**src/rtl/tsi_pkg.sv**
```systemverilog
`timescale 1ns/1ps
package tsi_pkg;
  // strobes from the frame sequencer to the interchange datapath
  typedef struct packed {
    logic wrEn;    // store the current input slot
    logic wrBank;  // bank receiving the current frame
  } tsi_strobe_t;
endpackage

```
**src/rtl/tsi_ctrl.sv**
```systemverilog
`timescale 1ns/1ps
module tsi_ctrl #(
  parameter int NUM_SLOTS = 8,
  localparam int SLOT_W = (NUM_SLOTS > 1) ? $clog2(NUM_SLOTS) : 1
) (
  input  logic                   clk,
  input  logic                   rstN,
  input  logic                   frameStart,
  output tsi_pkg::tsi_strobe_t   strobe,
  output logic                   commit,
  output logic [SLOT_W-1:0]      curSlot
);
  logic [SLOT_W-1:0] slotCnt;
  logic bankReg, runReg;
  logic curBank, curRun;

  always_comb begin
    curSlot       = frameStart ? '0 : slotCnt;
    curBank       = frameStart ? ~bankReg : bankReg;
    curRun        = frameStart | runReg;
    strobe.wrEn   = curRun;
    strobe.wrBank = curBank;
    commit        = frameStart;
  end

  always_ff @(posedge clk or negedge rstN) begin
    if (!rstN) begin
      slotCnt <= '0;
      bankReg <= 1'b0;
      runReg  <= 1'b0;
    end else begin
      slotCnt <= (curSlot == SLOT_W'(NUM_SLOTS - 1)) ? '0 : curSlot + 1'b1;
      bankReg <= curBank;
      runReg  <= curRun;
    end
  end
endmodule

```
**src/rtl/tsi_conn_table.sv**
```systemverilog
`timescale 1ns/1ps
module tsi_conn_table #(
  parameter int NUM_LINKS = 2,
  parameter int NUM_SLOTS = 8,
  localparam int LINK_W = (NUM_LINKS > 1) ? $clog2(NUM_LINKS) : 1,
  localparam int SLOT_W = (NUM_SLOTS > 1) ? $clog2(NUM_SLOTS) : 1,
  localparam int ENT_W  = 1 + LINK_W + SLOT_W
) (
  input  logic                              clk,
  input  logic                              rstN,
  input  logic                              commit,
  input  logic [SLOT_W-1:0]                 curSlot,
  input  logic                              cfgWe,
  input  logic [LINK_W-1:0]                 cfgOutLink,
  input  logic [SLOT_W-1:0]                 cfgOutSlot,
  input  logic                              cfgValid,
  input  logic [LINK_W-1:0]                 cfgSrcLink,
  input  logic [SLOT_W-1:0]                 cfgSrcSlot,
  output logic [NUM_LINKS-1:0]              lkValid,
  output logic [NUM_LINKS*LINK_W-1:0]       lkLink,
  output logic [NUM_LINKS*SLOT_W-1:0]       lkSlot,
  output logic [NUM_LINKS*NUM_SLOTS*ENT_W-1:0] activeTbl
);
  // pending map collects writes; active map drives switching
  logic [ENT_W-1:0] pendMem   [NUM_LINKS][NUM_SLOTS];
  logic [ENT_W-1:0] activeMem [NUM_LINKS][NUM_SLOTS];

  always_ff @(posedge clk or negedge rstN) begin
    if (!rstN) begin
      for (int l = 0; l < NUM_LINKS; l++) begin
        for (int k = 0; k < NUM_SLOTS; k++) begin
          pendMem[l][k]   <= '0;
          activeMem[l][k] <= '0;
        end
      end
    end else begin
      if (cfgWe) pendMem[cfgOutLink][cfgOutSlot] <= {cfgValid, cfgSrcLink, cfgSrcSlot};
      if (commit) activeMem <= pendMem;
    end
  end

  for (genvar o = 0; o < NUM_LINKS; o++) begin : g_look
    logic [ENT_W-1:0] ent;
    // on the boundary cycle slot 0 already uses the freshly committed map
    assign ent = commit ? pendMem[o][curSlot] : activeMem[o][curSlot];
    assign lkValid[o]                   = ent[ENT_W-1];
    assign lkLink[o*LINK_W +: LINK_W]   = ent[SLOT_W +: LINK_W];
    assign lkSlot[o*SLOT_W +: SLOT_W]   = ent[SLOT_W-1:0];
    for (genvar k = 0; k < NUM_SLOTS; k++) begin : g_flat
      assign activeTbl[(o*NUM_SLOTS + k)*ENT_W +: ENT_W] = activeMem[o][k];
    end
  end
endmodule

```
**src/rtl/tsi_datapath.sv**
```systemverilog
`timescale 1ns/1ps
module tsi_datapath #(
  parameter int NUM_LINKS = 2,
  parameter int NUM_SLOTS = 8,
  parameter int DATA_W    = 8,
  localparam int LINK_W = (NUM_LINKS > 1) ? $clog2(NUM_LINKS) : 1,
  localparam int SLOT_W = (NUM_SLOTS > 1) ? $clog2(NUM_SLOTS) : 1
) (
  input  logic                          clk,
  input  logic                          rstN,
  input  tsi_pkg::tsi_strobe_t          strobe,
  input  logic [SLOT_W-1:0]             curSlot,
  input  logic                          frameStart,
  input  logic [NUM_LINKS*DATA_W-1:0]   inData,
  input  logic [NUM_LINKS-1:0]          lkValid,
  input  logic [NUM_LINKS*LINK_W-1:0]   lkLink,
  input  logic [NUM_LINKS*SLOT_W-1:0]   lkSlot,
  output logic [NUM_LINKS*DATA_W-1:0]   outData,
  output logic                          outFrameStart
);
  logic [DATA_W-1:0] bankMem [2][NUM_LINKS][NUM_SLOTS];
  logic [DATA_W-1:0] pick    [NUM_LINKS];
  logic [DATA_W-1:0] outReg  [NUM_LINKS];
  logic rdBank;
  logic fsReg;

  assign rdBank = ~strobe.wrBank;

  always_ff @(posedge clk or negedge rstN) begin
    if (!rstN) begin
      for (int b = 0; b < 2; b++)
        for (int l = 0; l < NUM_LINKS; l++)
          for (int k = 0; k < NUM_SLOTS; k++)
            bankMem[b][l][k] <= '1;
    end else if (strobe.wrEn) begin
      for (int l = 0; l < NUM_LINKS; l++)
        bankMem[strobe.wrBank][l][curSlot] <= inData[l*DATA_W +: DATA_W];
    end
  end

  for (genvar o = 0; o < NUM_LINKS; o++) begin : g_rd
    assign pick[o] = lkValid[o]
                   ? bankMem[rdBank][lkLink[o*LINK_W +: LINK_W]][lkSlot[o*SLOT_W +: SLOT_W]]
                   : '1;
    assign outData[o*DATA_W +: DATA_W] = outReg[o];
  end

  always_ff @(posedge clk or negedge rstN) begin
    if (!rstN) begin
      for (int o = 0; o < NUM_LINKS; o++) outReg[o] <= '1;
      fsReg <= 1'b0;
    end else begin
      for (int o = 0; o < NUM_LINKS; o++) outReg[o] <= pick[o];
      fsReg <= frameStart;
    end
  end

  assign outFrameStart = fsReg;
endmodule

```
**src/rtl/tsi_switch.sv**
```systemverilog
`timescale 1ns/1ps
module tsi_switch #(
  parameter int NUM_LINKS = 2,
  parameter int NUM_SLOTS = 8,
  parameter int DATA_W    = 8,
  localparam int LINK_W = (NUM_LINKS > 1) ? $clog2(NUM_LINKS) : 1,
  localparam int SLOT_W = (NUM_SLOTS > 1) ? $clog2(NUM_SLOTS) : 1,
  localparam int ENT_W  = 1 + LINK_W + SLOT_W
) (
  input  logic                        clk,
  input  logic                        rstN,
  input  logic                        frameStart,
  input  logic [NUM_LINKS*DATA_W-1:0] inData,
  input  logic                        cfgWe,
  input  logic [LINK_W-1:0]           cfgOutLink,
  input  logic [SLOT_W-1:0]           cfgOutSlot,
  input  logic                        cfgValid,
  input  logic [LINK_W-1:0]           cfgSrcLink,
  input  logic [SLOT_W-1:0]           cfgSrcSlot,
  output logic [NUM_LINKS*DATA_W-1:0] outData,
  output logic                        outFrameStart
);
  tsi_pkg::tsi_strobe_t strobe;
  logic                            commit;
  logic [SLOT_W-1:0]               curSlot;
  logic [NUM_LINKS-1:0]            lkValid;
  logic [NUM_LINKS*LINK_W-1:0]     lkLink;
  logic [NUM_LINKS*SLOT_W-1:0]     lkSlot;
  logic [NUM_LINKS*NUM_SLOTS*ENT_W-1:0] activeTbl;

  tsi_ctrl #(.NUM_SLOTS(NUM_SLOTS)) u_ctrl (
    .clk(clk), .rstN(rstN), .frameStart(frameStart),
    .strobe(strobe), .commit(commit), .curSlot(curSlot)
  );

  tsi_conn_table #(.NUM_LINKS(NUM_LINKS), .NUM_SLOTS(NUM_SLOTS)) u_table (
    .clk(clk), .rstN(rstN), .commit(commit), .curSlot(curSlot),
    .cfgWe(cfgWe), .cfgOutLink(cfgOutLink), .cfgOutSlot(cfgOutSlot),
    .cfgValid(cfgValid), .cfgSrcLink(cfgSrcLink), .cfgSrcSlot(cfgSrcSlot),
    .lkValid(lkValid), .lkLink(lkLink), .lkSlot(lkSlot), .activeTbl(activeTbl)
  );

  tsi_datapath #(.NUM_LINKS(NUM_LINKS), .NUM_SLOTS(NUM_SLOTS), .DATA_W(DATA_W)) u_dp (
    .clk(clk), .rstN(rstN), .strobe(strobe), .curSlot(curSlot),
    .frameStart(frameStart), .inData(inData),
    .lkValid(lkValid), .lkLink(lkLink), .lkSlot(lkSlot),
    .outData(outData), .outFrameStart(outFrameStart)
  );
endmodule

```
**config.mk**
```make
export PLATFORM = sky130hd
export DESIGN_NAME = tsi_switch
export DESIGN_NICKNAME = d
export VERILOG_FILES = /design/src/rtl/tsi_pkg.sv /design/src/rtl/tsi_ctrl.sv /design/src/rtl/tsi_conn_table.sv /design/src/rtl/tsi_datapath.sv /design/src/rtl/tsi_switch.sv
export SDC_FILE = /design/constraint.sdc
export NUM_CORES = 1
export LEC_CHECK = 0
export CORE_AREA = 2 2 303 215
export CTS_BUF_LIST = sky130_fd_sc_hd__clkbuf_4 sky130_fd_sc_hd__clkbuf_8
export DETAILED_ROUTE_END_ITERATION = 16
export DIE_AREA = 0 0 305 217
export DONT_BUFFER_PORTS = 1
export PLACE_DENSITY = 0.48
export RECOVER_POWER = 100
export SLEW_MARGIN = 40
export SYNTH_ARGS = -nofsm -noshare
export SYNTH_HDL_FRONTEND = slang
export SYNTH_SLANG_ARGS = --single-unit
export TNS_END_PERCENT = 100
```
**constraint.sdc**
```tcl
create_clock -name clk -period 3.2 [get_ports clk]
set_input_delay 0.64 -clock clk [delete_from_list [all_inputs] [get_ports clk]]
set_output_delay 0.64 -clock clk [all_outputs]
set_load 0.02 [all_outputs]
```
==> impl_metrics.yaml <==
run_status:
  outcome: "finished with violations"
  failed_checks: "hold timing, slew limit"
worst_setup_path:
  rrSetupSlack_ps: 140
  cp.buffers_inverters: 3
  worstPathMaxFanout: 32
  cpLargestDelayFamily: "buffers and inverters"
  crit_chain: "xnor2_1, inv_1, clkbuf_4, nand3_1, nor3b_1, buf_2, mux2_2"
  timing.rr.start: "u_ctrl.bankReg"
  slowest_delay_ps: 540
  crit_path_end_kind: "register"
  start_kind: "register"
  required_ps: 3760
  reg2reg_depth: 7
  slowest_stage: "buf_2"
  crit_type: "reg2reg"
  worstPathArrival_ps: 3620
  rr_endpoint: "u_dp.bankMem[79]"
detailed_routing:
  drc_errors: 0
  drt_iter0_markers: 1245
  first_pass_iters: 5
  vias: 14917
  via_per_inst: 5.58
  wl_per_cell_um: 24.6
  antenna_left: 0
  wirelength_um: 65700
logic_synthesis:
  yosysWarnings: 0
  synthTopCellsByArea: "dfstp_2 (33%), mux2_2 (21%), dfrtp_1 (19%)"
  async_flop_share_pct: 100
  synth.distinct_cells: 66
  yosysSeqAreaShare_pct: 51.6
  ys.flop_type: "dfstp_2"
  synth_nets: 1779
  syn_inst: 1749
  synth.avg_cell_area_sq_um: 12.5
  synth_area_leader_cell: "dfstp_2"
  yosys_register_bits: 438
  synth_top_area_share_pct: 32.6
  synth-edff-count: 0
  synth_most_common_cell: "mux2_2"
  synthTopCellsByCount: "mux2_2 (418), dfstp_2 (272), nand2_1 (235), dfrtp_1 (166), a21oi_1 (90)"
  mappedNetlistArea_sq_um: 21900
place:
  portBuffers: 0
  postPlaceCellArea_sq_um: 23200
  gp_congestion: 0.850
  hpwlAfterDp_um: 40900
power:
  power_density_nw_per_um2: 927
  leakage_nw: 9.95
  peakVddDrop_uv: 356
floorplan:
  initial_core_util_pct: 34.4
  die_area_sq_um: 66200
  std_cell_rows: 78
  io_pins: 46
  dieWidth_um: 305
  die_h_um: 217
  core_sq_um: 63700
global_routing:
  antenna_found_initial: 1
  grt_pass1_wl_um: 101000
  grt_pass1_vias: 15054
  grt_max_degree: 439
  overflow: 0
  track_usage_pct: 20.1
layout:
  design_area_sq_um: 24800
  drive_gt1_share_pct: 51.8
  nets: 1810
  num-fill-cells: 6050
  syn_to_final_growth_pct: 13.1
job:
  maxCapViolCount: 0
timing:
  period_share_pct: 95.7
  whs_ps: -99.2
  fin_tns_setup_ps: 0
  skew_ps: 49.8
  slew_violations: 114
  rsz0062_at_grt: "no"
  fin_crit_ps: 3060
  finalSetupViolCount: 0
  hold_viol_final: 74
  slew_headroom_pct: -17.7
  max_clock_freq_mhz: 326
  worstMarginPinSlew_ps: 1770
clocking:
  postCtsSetupBuffers: 0
  insertion_delay_ps: 670
  cts-root-buf: "clkbuf_8"
  cts_num_sinks: 438
  cts_buffers: 78
  clk_pin_slew_ps: 60
  cts_hold_buf: 1
  max-clock-path-buffers: 3
  cts_tree: "built"
  cts_max_level: 3
worst_hold_path:
  hp-class: "in2async"
-- flip-flops by register name, summed over array words and instances (netlist names) --
register / flops
u_ctrl.bankReg: 1
u_dp.bankMem: 256
u_table.pendMem: 80
u_table.activeTbl: 80
u_dp.outFrameStart: 1
u_dp.outData: 16
u_ctrl.runReg: 1
u_ctrl.slotCnt: 3
-- cells in the final DEF, fill, tap and decap left out, types with 7 or more instances in the layout --
cell | Yosys | layout
a211o_1 | 8 | 8
a21oi_1 | 90 | 90
a22oi_1 | 43 | 43
a311oi_1 | 7 | 7
a31oi_1 | 7 | 7
a32oi_1 | 29 | 29
and3_1 | 12 | 12
buf_12 | 0 | 12
buf_4 | 9 | 53
clkbuf_2 | 1 | 9
clkbuf_4 | 0 | 24
clkbuf_8 | 0 | 103
clkinv_2 | 0 | 7
dfrtp_1 | 166 | 165
dfstp_1 | 0 | 16
dfstp_2 | 272 | 256
inv_1 | 11 | 12
mux2_2 | 418 | 417
mux2i_1 | 81 | 81
mux4_2 | 45 | 45
nand2_1 | 235 | 235
nand2b_1 | 14 | 14
nand3_1 | 39 | 38
nor2_1 | 26 | 23
nor2b_1 | 7 | 7
nor3_1 | 10 | 10
o21ai_0 | 13 | 14
o22a_1 | 8 | 8
o41ai_1 | 7 | 7
-- how the worst max path moves through the flow --
| stage | startpoint | to | slack (ps) | cells past startpoint |
|---|---|---|---|---|
| final | u_ctrl.bankReg | u_dp.bankMem[79] | 140 | 7 |
| after global routing | u_ctrl.slotCnt[0] | u_dp.outData[4] | 20 | 10 |
| after CTS | u_ctrl.slotCnt[0] | u_dp.outData[11] | 60 | 7 |
| after detailed placement | frameStart | u_dp.outData[10] | 70 | 7 |
| after global placement | frameStart | u_dp.outData[15] | 60 | 6 |
| after floorplan | frameStart | u_dp.outData[0] | 350 | 9 |
-- worst register-to-register path, delay by kind of cell, from the launching register on --
family,cells,cell delay (ps)
mux,1,440
buf+inv,3,1240
simple gates,2,500
flops,1,480
xor+xnor,1,310
-- routing by layer --
layer / GRT usage, % / share of wire, % / vias to the layer above
met5: 0 / 0 / -
met4: 5.15 / 1.9 / 0
met3: 4.29 / 6.2 / 94
met2: 27.9 / 42 / 437
met1: 31.2 / 50 / 7885
li1: - / - / 6501
-- where the power goes --
part | leakage (nW) | internal [mW] | switching (mW)
sequential | 4.86 | 8.55 | 1.63
combinational | 4.22 | 3.62 | 3.61
clock | 0.877 | 3.16 | 2.40
total | 9.95 | 15.3 | 7.64
-- logic make-up after synthesis --
logic type	after synthesis	synth area share [%]
muxes	545	29.9
DFF	438	51.6
and+or+nand+nor	373	7.60
AOI/OAI and AO/OA	245	7.75
buffers and inverters	145	3.10
xor gates and xnor gates	2	0.0799
adders and majority gates	1	0.0571
-- final cells by class --
class                      count  area (sq um)  area share [%]
sequential                   438         11300            45.6
multi-input combinational   1166          9980            40.3
clock buffer                 122          1560            6.29
tap                          840          1050            4.24
timing repair buffer          84           748            3.02
clock inverter                11          96.3           0.389
inverter                      12          45.0           0.182
antenna                        2          5.00          0.0202
-- metrics by stage --
step                worst slack (ps)  instances  util, %  total power [mW]
finish                           137       2675     38.9              23.0
global route                    15.7       2674     38.9              24.3
CTS                             57.3       2673     39.0              23.2
detailed placement              71.7       2539     36.4              17.5
global placement                61.0       2539     36.4              17.3
floorplan                        350       1749        -              15.0
-- what timing repair did --
item,4_1_cts,5_1_grt
endpoints found under the hold margin,439,256
setup endpoints to repair,0,8
gates resized for setup,0,2
Note: power is estimated with default switching activity, not from simulation.
